File: config.mk
export PLATFORM = sky130hd
export DESIGN_NAME = uart_flow_ctl
export DESIGN_NICKNAME = d
export VERILOG_FILES = /design/src/rtl/uart_flow_ctl.sv
export SDC_FILE = /design/constraint.sdc
export NUM_CORES = 1
export LEC_CHECK = 0
export BUFFER_PORTS_ARGS = -buffer_cell sky130_fd_sc_hd__buf_2
export CORE_AREA = 5 5 69 46
export CTS_CLUSTER_SIZE = 30
export DETAILED_ROUTE_END_ITERATION = 10
export DIE_AREA = 0 0 74 51
export GPL_TIMING_DRIVEN = 0
export PLACE_DENSITY = 0.89
export SYNTH_ARGS = -nofsm -noshare
export SYNTH_HDL_FRONTEND = slang
export SYNTH_SLANG_ARGS = --single-unit
export TNS_END_PERCENT = 5
File: constraint.sdc
create_clock -name clk -period 4.62 [get_ports clk]
set_input_delay 0.924 -clock clk [delete_from_list [all_inputs] [get_ports clk]]
set_output_delay 0.924 -clock clk [all_outputs]
set_load 0.005 [all_outputs]
File: src/rtl/uart_flow_ctl.sv
`timescale 1ns/1ps
module uart_flow_ctl #(
  parameter int DEPTH = 128,
  parameter int CW    = 8,
  parameter int LW    = $clog2(DEPTH + 1)
) (
  input  logic          clk,
  input  logic          rst_n,
  input  logic          cfg_sw_en,
  input  logic          cfg_rtscts_en,
  input  logic          cfg_dsrdtr_en,
  input  logic [CW-1:0] cfg_xon_char,
  input  logic [CW-1:0] cfg_xoff_char,
  input  logic [LW-1:0] cfg_hi_thr,
  input  logic [LW-1:0] cfg_lo_thr,
  input  logic [LW-1:0] rx_level,
  input  logic          rx_valid,
  input  logic [CW-1:0] rx_data,
  output logic          rx_fwd_valid,
  output logic [CW-1:0] rx_fwd_data,
  input  logic          cts_n,
  input  logic          dsr_n,
  input  logic          tx_busy,
  input  logic          tx_char_done,
  input  logic          ins_ack,
  output logic          tx_data_en,
  output logic          ins_xon_req,
  output logic          ins_xoff_req,
  output logic          rts_n,
  output logic          dtr_n,
  output logic          st_throttle,
  output logic          st_remote_xoff,
  output logic          st_tx_halted
);

  logic       thr_q, thr_d, pxon_q, pxoff_q, rxoff_q, halt_q;
  logic [1:0] cts_s, dsr_s;

  wire is_xon   = cfg_sw_en && (rx_data == cfg_xon_char);
  wire is_xoff  = cfg_sw_en && (rx_data == cfg_xoff_char);
  wire thr_rise = thr_d && !thr_q;
  wire thr_fall = !thr_d && thr_q;
  wire want_halt = rxoff_q || (cfg_rtscts_en && cts_s[1]) || (cfg_dsrdtr_en && dsr_s[1]);
  wire boundary  = !tx_busy || tx_char_done;

  always_comb begin
    thr_d = thr_q;
    if (!thr_q && rx_level >= cfg_hi_thr)
      thr_d = 1'b1;
    else if (thr_q && rx_level <= cfg_lo_thr)
      thr_d = 1'b0;
  end

  always_ff @(posedge clk or negedge rst_n) begin
    if (!rst_n) begin
      thr_q   <= 1'b0;
      pxon_q  <= 1'b0;
      pxoff_q <= 1'b0;
      rxoff_q <= 1'b0;
      halt_q  <= 1'b0;
      cts_s   <= 2'b11;
      dsr_s   <= 2'b11;
    end else begin
      thr_q <= thr_d;
      cts_s <= {cts_s[0], cts_n};
      dsr_s <= {dsr_s[0], dsr_n};

      if (!cfg_sw_en) begin
        pxon_q  <= 1'b0;
        pxoff_q <= 1'b0;
      end else if (thr_rise) begin
        pxoff_q <= 1'b1;
        pxon_q  <= 1'b0;
      end else if (thr_fall) begin
        pxon_q  <= 1'b1;
        pxoff_q <= 1'b0;
      end else if (ins_ack) begin
        pxon_q  <= 1'b0;
        pxoff_q <= 1'b0;
      end

      if (!cfg_sw_en)
        rxoff_q <= 1'b0;
      else if (rx_valid && is_xoff)
        rxoff_q <= 1'b1;
      else if (rx_valid && is_xon)
        rxoff_q <= 1'b0;

      if (boundary)
        halt_q <= want_halt;
    end
  end

  assign rx_fwd_valid   = rx_valid && !(is_xon || is_xoff);
  assign rx_fwd_data    = rx_data;
  assign ins_xon_req    = pxon_q;
  assign ins_xoff_req   = pxoff_q;
  assign tx_data_en     = !halt_q && !pxon_q && !pxoff_q;
  assign rts_n          = cfg_rtscts_en && thr_q;
  assign dtr_n          = cfg_dsrdtr_en && thr_q;
  assign st_throttle    = thr_q;
  assign st_remote_xoff = rxoff_q;
  assign st_tx_halted   = halt_q;

  AST_THROTTLE_ON: assert property (@(posedge clk) disable iff (!rst_n)
    (!st_throttle && rx_level >= cfg_hi_thr) |=> st_throttle);

  AST_THROTTLE_OFF: assert property (@(posedge clk) disable iff (!rst_n)
    (st_throttle && rx_level <= cfg_lo_thr) |=> !st_throttle);

  AST_XOFF_ON_THROTTLE: assert property (@(posedge clk) disable iff (!rst_n)
    (cfg_sw_en && !st_throttle && rx_level >= cfg_hi_thr) |=> ins_xoff_req);

  AST_REQ_EXCLUSIVE: assert property (@(posedge clk) disable iff (!rst_n)
    !(ins_xon_req && ins_xoff_req));

  AST_RX_XOFF_SEEN: assert property (@(posedge clk) disable iff (!rst_n)
    (cfg_sw_en && rx_valid && rx_data == cfg_xoff_char) |=> st_remote_xoff);

  AST_CTRL_NOT_FORWARDED: assert property (@(posedge clk) disable iff (!rst_n)
    (cfg_sw_en && rx_valid && (rx_data == cfg_xoff_char || rx_data == cfg_xon_char)) |-> !rx_fwd_valid);

  AST_HALT_AT_BOUNDARY: assert property (@(posedge clk) disable iff (!rst_n)
    (tx_busy && !tx_char_done) |=> $stable(st_tx_halted));

  AST_PRIO_INSERT: assert property (@(posedge clk) disable iff (!rst_n)
    (ins_xon_req || ins_xoff_req) |-> !tx_data_en);

endmodule

# After elaboration in Yosys (flattened, before gate mapping)
# Index checks and enable logic that the tools add are counted.
classes:
  magnitude_cmp: 2
  reduce_logical: 26
  eq_ne: 4
  muxes: 12
op_table:
  columns: ["operator", "count"]
  rows:
  - ["8-bit equality test", 2]
  - ["1-bit logical AND", 15]
  - ["1-bit 2-to-1 mux", 12]
  - ["8-bit >= comparator", 1]
  - ["8-bit less-or-equal comparator", 1]
  - ["1-bit zero test", 7]
  - ["1-bit logical OR", 4]
  - ["4-bit by 1-bit inequality test with 1-bit output, second input constant", 1]
  - ["3-bit by 1-bit inequality test with 1-bit output, second input constant", 1]
totals:
  regBits: 9
  input_bits: 59

# Logic depth before layout (Yosys ltp)
depth:
  depth_word: 9
  ltp_mapped: 11

# Worst setup path before layout
# Ideal clock, no wire load.
synth_path:
  path_type: "input to register"
  startpoint: "in cfg_lo_thr[1]"
  endpoint: "reg pxon_q (netlist: ins_xon_req)"
  arrival_time_ns: 2.503
  slack_ns: 1.997
  path_stages: 11
  cell_sequence: "inv_1 -> ha_1 -> nor2b_1 -> o211ai_1 -> a21oi_1 -> o221ai_1 -> nand3_1 -> ha_1 -> nand2b_1 -> mux2i_1 -> nor2b_1"
synth_between:
  elab_chain_cells: 9
  elab_cells_between_ends: 11
  classes_between: "order compare (1); eq/ne (1); mux (5); reduce/logical (4)"
synth_rtl:
  columns: ["item", "line", "text"]
  rows:
  - ["from (decl)", "15", "input logic [LW-1:0] cfg_lo_thr,"]
  - ["8-bit less-or-equal comparator *", "50", "else if (thr_q && rx_level <= cfg_lo_thr)"]
  - ["1-bit logical AND *", "50", null]
  - ["1-bit 2-to-1 mux *", "50", null]
  - ["1-bit 2-to-1 mux *", "48", "if (!thr_q && rx_level >= cfg_hi_thr)"]
  - ["via thr_d", "36", "logic thr_q, thr_d, pxon_q, pxoff_q, rxoff_q, halt_q;"]
  - ["1-bit zero test", "42", "wire thr_fall = !thr_d && thr_q;"]
  - ["1-bit logical AND", "42", null]
  - ["1-bit 2-to-1 mux", "74", "end else if (thr_fall) begin"]
  - ["1-bit 2-to-1 mux", "71", "end else if (thr_rise) begin"]
  - ["1-bit 2-to-1 mux", "68", "if (!cfg_sw_en) begin"]
  - ["to (signal assigned)", "69", "pxon_q <= 1'b0;"]
  - ["to (signal assigned)", "73", "pxon_q <= 1'b0;"]
  - ["to (signal assigned)", "75", "pxon_q <= 1'b1;"]
  - ["to (decl)", "36", null]
# The timed path passes the listed nets; every way through them passes the cells marked *.
# A chain may end at the register's enable or synchronous reset.

# Final worst setup path
layout_path:
  startpoint: "in rx_data[7]"
  endpoint: "out rx_fwd_valid"
layout_between:
  elab_chain_cells: 5
  elab_cells_between_ends: 7
  classes_between: "eq/ne (2); reduce/logical (5)"
layout_rtl:
  columns: ["item", "line", "text"]
  rows:
  - ["from (decl)", "18", "input logic [CW-1:0] rx_data,"]
  - ["8-bit equality test (on tied branches)", "39, 40", null]
  - ["1-bit logical AND (on tied branches)", "39, 40", null]
  - ["1-bit logical OR *", "94", "assign rx_fwd_valid = rx_valid && !(is_xon || is_xoff);"]
  - ["1-bit zero test *", "94", null]
  - ["1-bit logical AND *", "94", null]
  - ["to (decl)", "19", "output logic rx_fwd_valid,"]
# Mark *: on every way between the ends. The rest lies on a longest branch, timed or not.

==> metrics.md <==
| Metric | Value |
|---|---|
| Max VDD drop | `129 uV` |
| Met1 Use GR | `15.1%` |
| Most crowded layer after global routing | `met2` |
| Initial antenna violation count | `0` |
| Worst slew margin relative to its limit | `79.2%` |
| IO buf count | `75` |
| Met3 Track Usage GR | `5.87%` |
| Crit Path Class | `in2out` |
| Worst Max-Slew Pin Slew | `0.310 ns` |
| Final period utilization | `61.2%` |
| Post-CTS Resized | `0` |
| Congestion Overflow GR | `0` |
| Largest net degree at the start of global routing | `10` |
| Hold slack | `0.352 ns` |
| CTS Buf Count | `3` |
| GR met2 Demand/Resource | `22.9%` |
| Cell area after synthesis | `0.00101 sq mm` |
| Detailed placer's ending HPWL | `2410 um` |
| Syn Area/Cell | `8.66 sq um` |
| RSZ-0062 raised after global routing | `false` |
| Die width | `74 um` |
| Num ports | `76` |
| Hold_buf cts | `0` |
| Comb power frac | `40.6%` |
| Flip-flop and latch count after synthesis | `9` |
| Root buf cell | `clkbuf_8` |
| CTS H-tree depth | `1` |
| Reg clk slew, reported paths | `0.04 ns` |
| Power Density | `214 mW/mm^2` |
| Status | `completed` |
| P_int | `0.218 mW` |
| Die area | `0.00377 sq mm` |
| Part of the power in registers | `30.9%` |
| Inserted Diodes | `0` |
| Core Area | `0.00243 sq mm` |
| Post-synthesis sequential area ratio | `22.7%` |
| Crit-path max FO | `3` |
| Clock Latency Late Sink | `0.23 ns` |
| Vias in the first global route | `1083` |
| Final Skew | `0.00281 ns` |
| Cell taking the most area after synthesis | `ha_1` |
| Antenna-violating nets left | `0` |
| Placed cell count | `224` |
| Drt first pass iters | `4` |
| Total setup buffers inserted after CTS | `0` |
| CP arrival | `1.90 ns` |
| Via count | `1077` |
| Final instance area | `0.00147 sq mm` |
| Syn_nets | `194` |
| Placed cell area | `0.00143 sq mm` |
| Final GP Congestion | `0.799` |
| Syn. warnings | `0` |
| Worst Setup Start Kind | `input pin` |
| Leak pwr | `0.844 nW` |
| Tmin final | `2.83 ns` |
| Post-Route Setup TNS | `0 ns` |
| Total clock sinks | `9` |
| HP Class | `reg2reg` |
| CP Capture Type | `output port` |
| Net Switching | `0.0969 mW` |
| Syn Inst Count | `117` |
| P&R area growth vs syn | `45.4%` |
| Max-slew violations | `0` |
| Final wirelength | `2610 um` |
| Dominant cells by area after synthesis | `ha_1 22%, dfrtp_1 12%, dfstp_2 10%` |
| Routed len/inst | `11.4 um` |
| Residual DRC | `0` |
| Bufs on Longest Clock Path | `2` |
| Final setup viols | `0` |
| Max-Cap Viols | `0` |
| TritonCTS clock tree | `done` |
| Worst EP required | `3.70 ns` |
| Hold Violations, Final | `0` |
| Ratio of cells with drive above 1 in the final layout | `46.9%` |
| Area fraction of the dominant cell type after synthesis | `22.2%` |
| First-pass GRT wire length | `4040 um` |
| Netlist cell types | `29` |
| Standard-cell row count | `14` |
| Vias per cell | `4.72` |
| Fin cells | `228` |
| GRT Total Usage | `13.4%` |
| Final Net Count | `274` |
| 1st-iter DRT viols | `10` |
| Starting Density | `41.6%` |
| Die Y-Extent | `51 um` |
| Achievable clock frequency | `354 MHz` |
| Sw frac | `30.8%` |
| Clk pwr share | `28.5%` |
-- metrics by stage --
step                      power (mW)  util [%]  setup slack [ns]
after global placement         0.224      58.7              1.74
after global routing           0.344      60.5              1.72
after CTS                      0.322      60.5              1.78
after floorplan                0.166         -              2.00
after detailed placement       0.228      58.7              1.72
final                          0.315      60.5              1.79
-- cell type report --
| class | instances | area, sq um |
|---|---|---|
| multi-input cells | 84 | 663 |
| flip-flops and latches | 9 | 230 |
| clock buffers | 4 | 45.0 |
| plain buffers | 8 | 60.1 |
| well taps | 32 | 40.0 |
| repair buffers | 75 | 375 |
| inverters | 16 | 60.1 |
| fillers | 218 | 961 |
-- synthesized netlist by cell type --
library cell  instances
nand2b_1              3
a21o_1                1
nand3_1               3
nand2_1               8
mux2i_1               1
xnor2_1               8
o21a_1                1
nor3_1                3
a31oi_1               1
dfstp_2               4
and3_1                1
buf_4                 8
dfrtp_1               5
and2_1                2
xor2_1                8
a221oi_1              1
nor2b_1               3
o31ai_1               1
nand4_1               4
o221ai_1              1
ha_1                 18
a21oi_1               7
o211ai_1              1
nor4_2                2
nand3b_1              1
o21ai_0               2
a21boi_0              1
nor2_1                2
inv_1                16
-- kinds of logic after synthesis --
logic type / share of synthesized area [%]
compound gates: 10.5
buf+inv: 11.9
mux: 0.988
xor+xnor: 13.8
simple gates: 17.9
flops: 22.7
fa+ha+maj: 22.2
-- sequential cells by signal, indices dropped and copies added (netlist names) --
| register | flops |
|---|---|
| st_tx_halted | 1 |
| dsr_s | 2 |
| st_throttle | 1 |
| ins_xon_req | 1 |
| cts_s | 2 |
| st_remote_xoff | 1 |
| ins_xoff_req | 1 |
-- worst paths after layout --
kind	slack (ns)	end	depth (start not counted)	start
min	0.35	cts_s[1]$_DFF_PN1_	0	cts_s[0]$_DFF_PN1_
min reg2reg	0.35	cts_s[1]$_DFF_PN1_	0	cts_s[0]$_DFF_PN1_
max	1.79	rx_fwd_valid	7	rx_data[7]
min in group asynchronous	0.53	st_tx_halted$_DFFE_PN0P_	1	rst_n
max reg2reg	2.99	ins_xon_req$_DFFE_PN0P_	7	st_throttle$_DFF_PN0_
max in group asynchronous	3.84	cts_s[0]$_DFF_PN1_	1	rst_n
-- critical path, cell delays in order --
cell     delay (ns)
buf_2          0.12
xor2_1         0.17
nor4_2         0.32
nand3_1        0.11
nand2_1        0.08
nor2_1         0.04
buf_2          0.13
-- power groups by stage --
stage	combinational [mW]	sequential, mW	clock (mW)
6_report	0.128	0.0974	0.0897
5_1_grt	0.145	0.0989	0.100
3_3_place_gp	0.125	0.0988	0
4_1_cts	0.130	0.0978	0.0936
3_5_place_dp	0.129	0.0988	0
2_1_floorplan	0.0688	0.0976	0
-- routing by layer --
layer,up-vias,wire (um)
met5,-,0
met4,0,0
met3,0,378
met2,65,1180
met1,462,1050
li1,550,-
-- layout by cell type (no fill, tap or decap), types with 2 or more instances in the layout --
master / n
buf_2: 75
ha_1: 18
inv_1: 16
nand2_1: 8
xor2_1: 8
xnor2_1: 8
buf_4: 8
a21oi_1: 7
dfrtp_1: 5
nand4_1: 4
dfstp_2: 4
nor2b_1: 3
nand2b_1: 3
nor3_1: 3
nand3_1: 3
clkbuf_8: 3
o21ai_0: 2
nor2_1: 2
nor4_2: 2
and2_1: 2
Power figures use the tool's default switching activity.
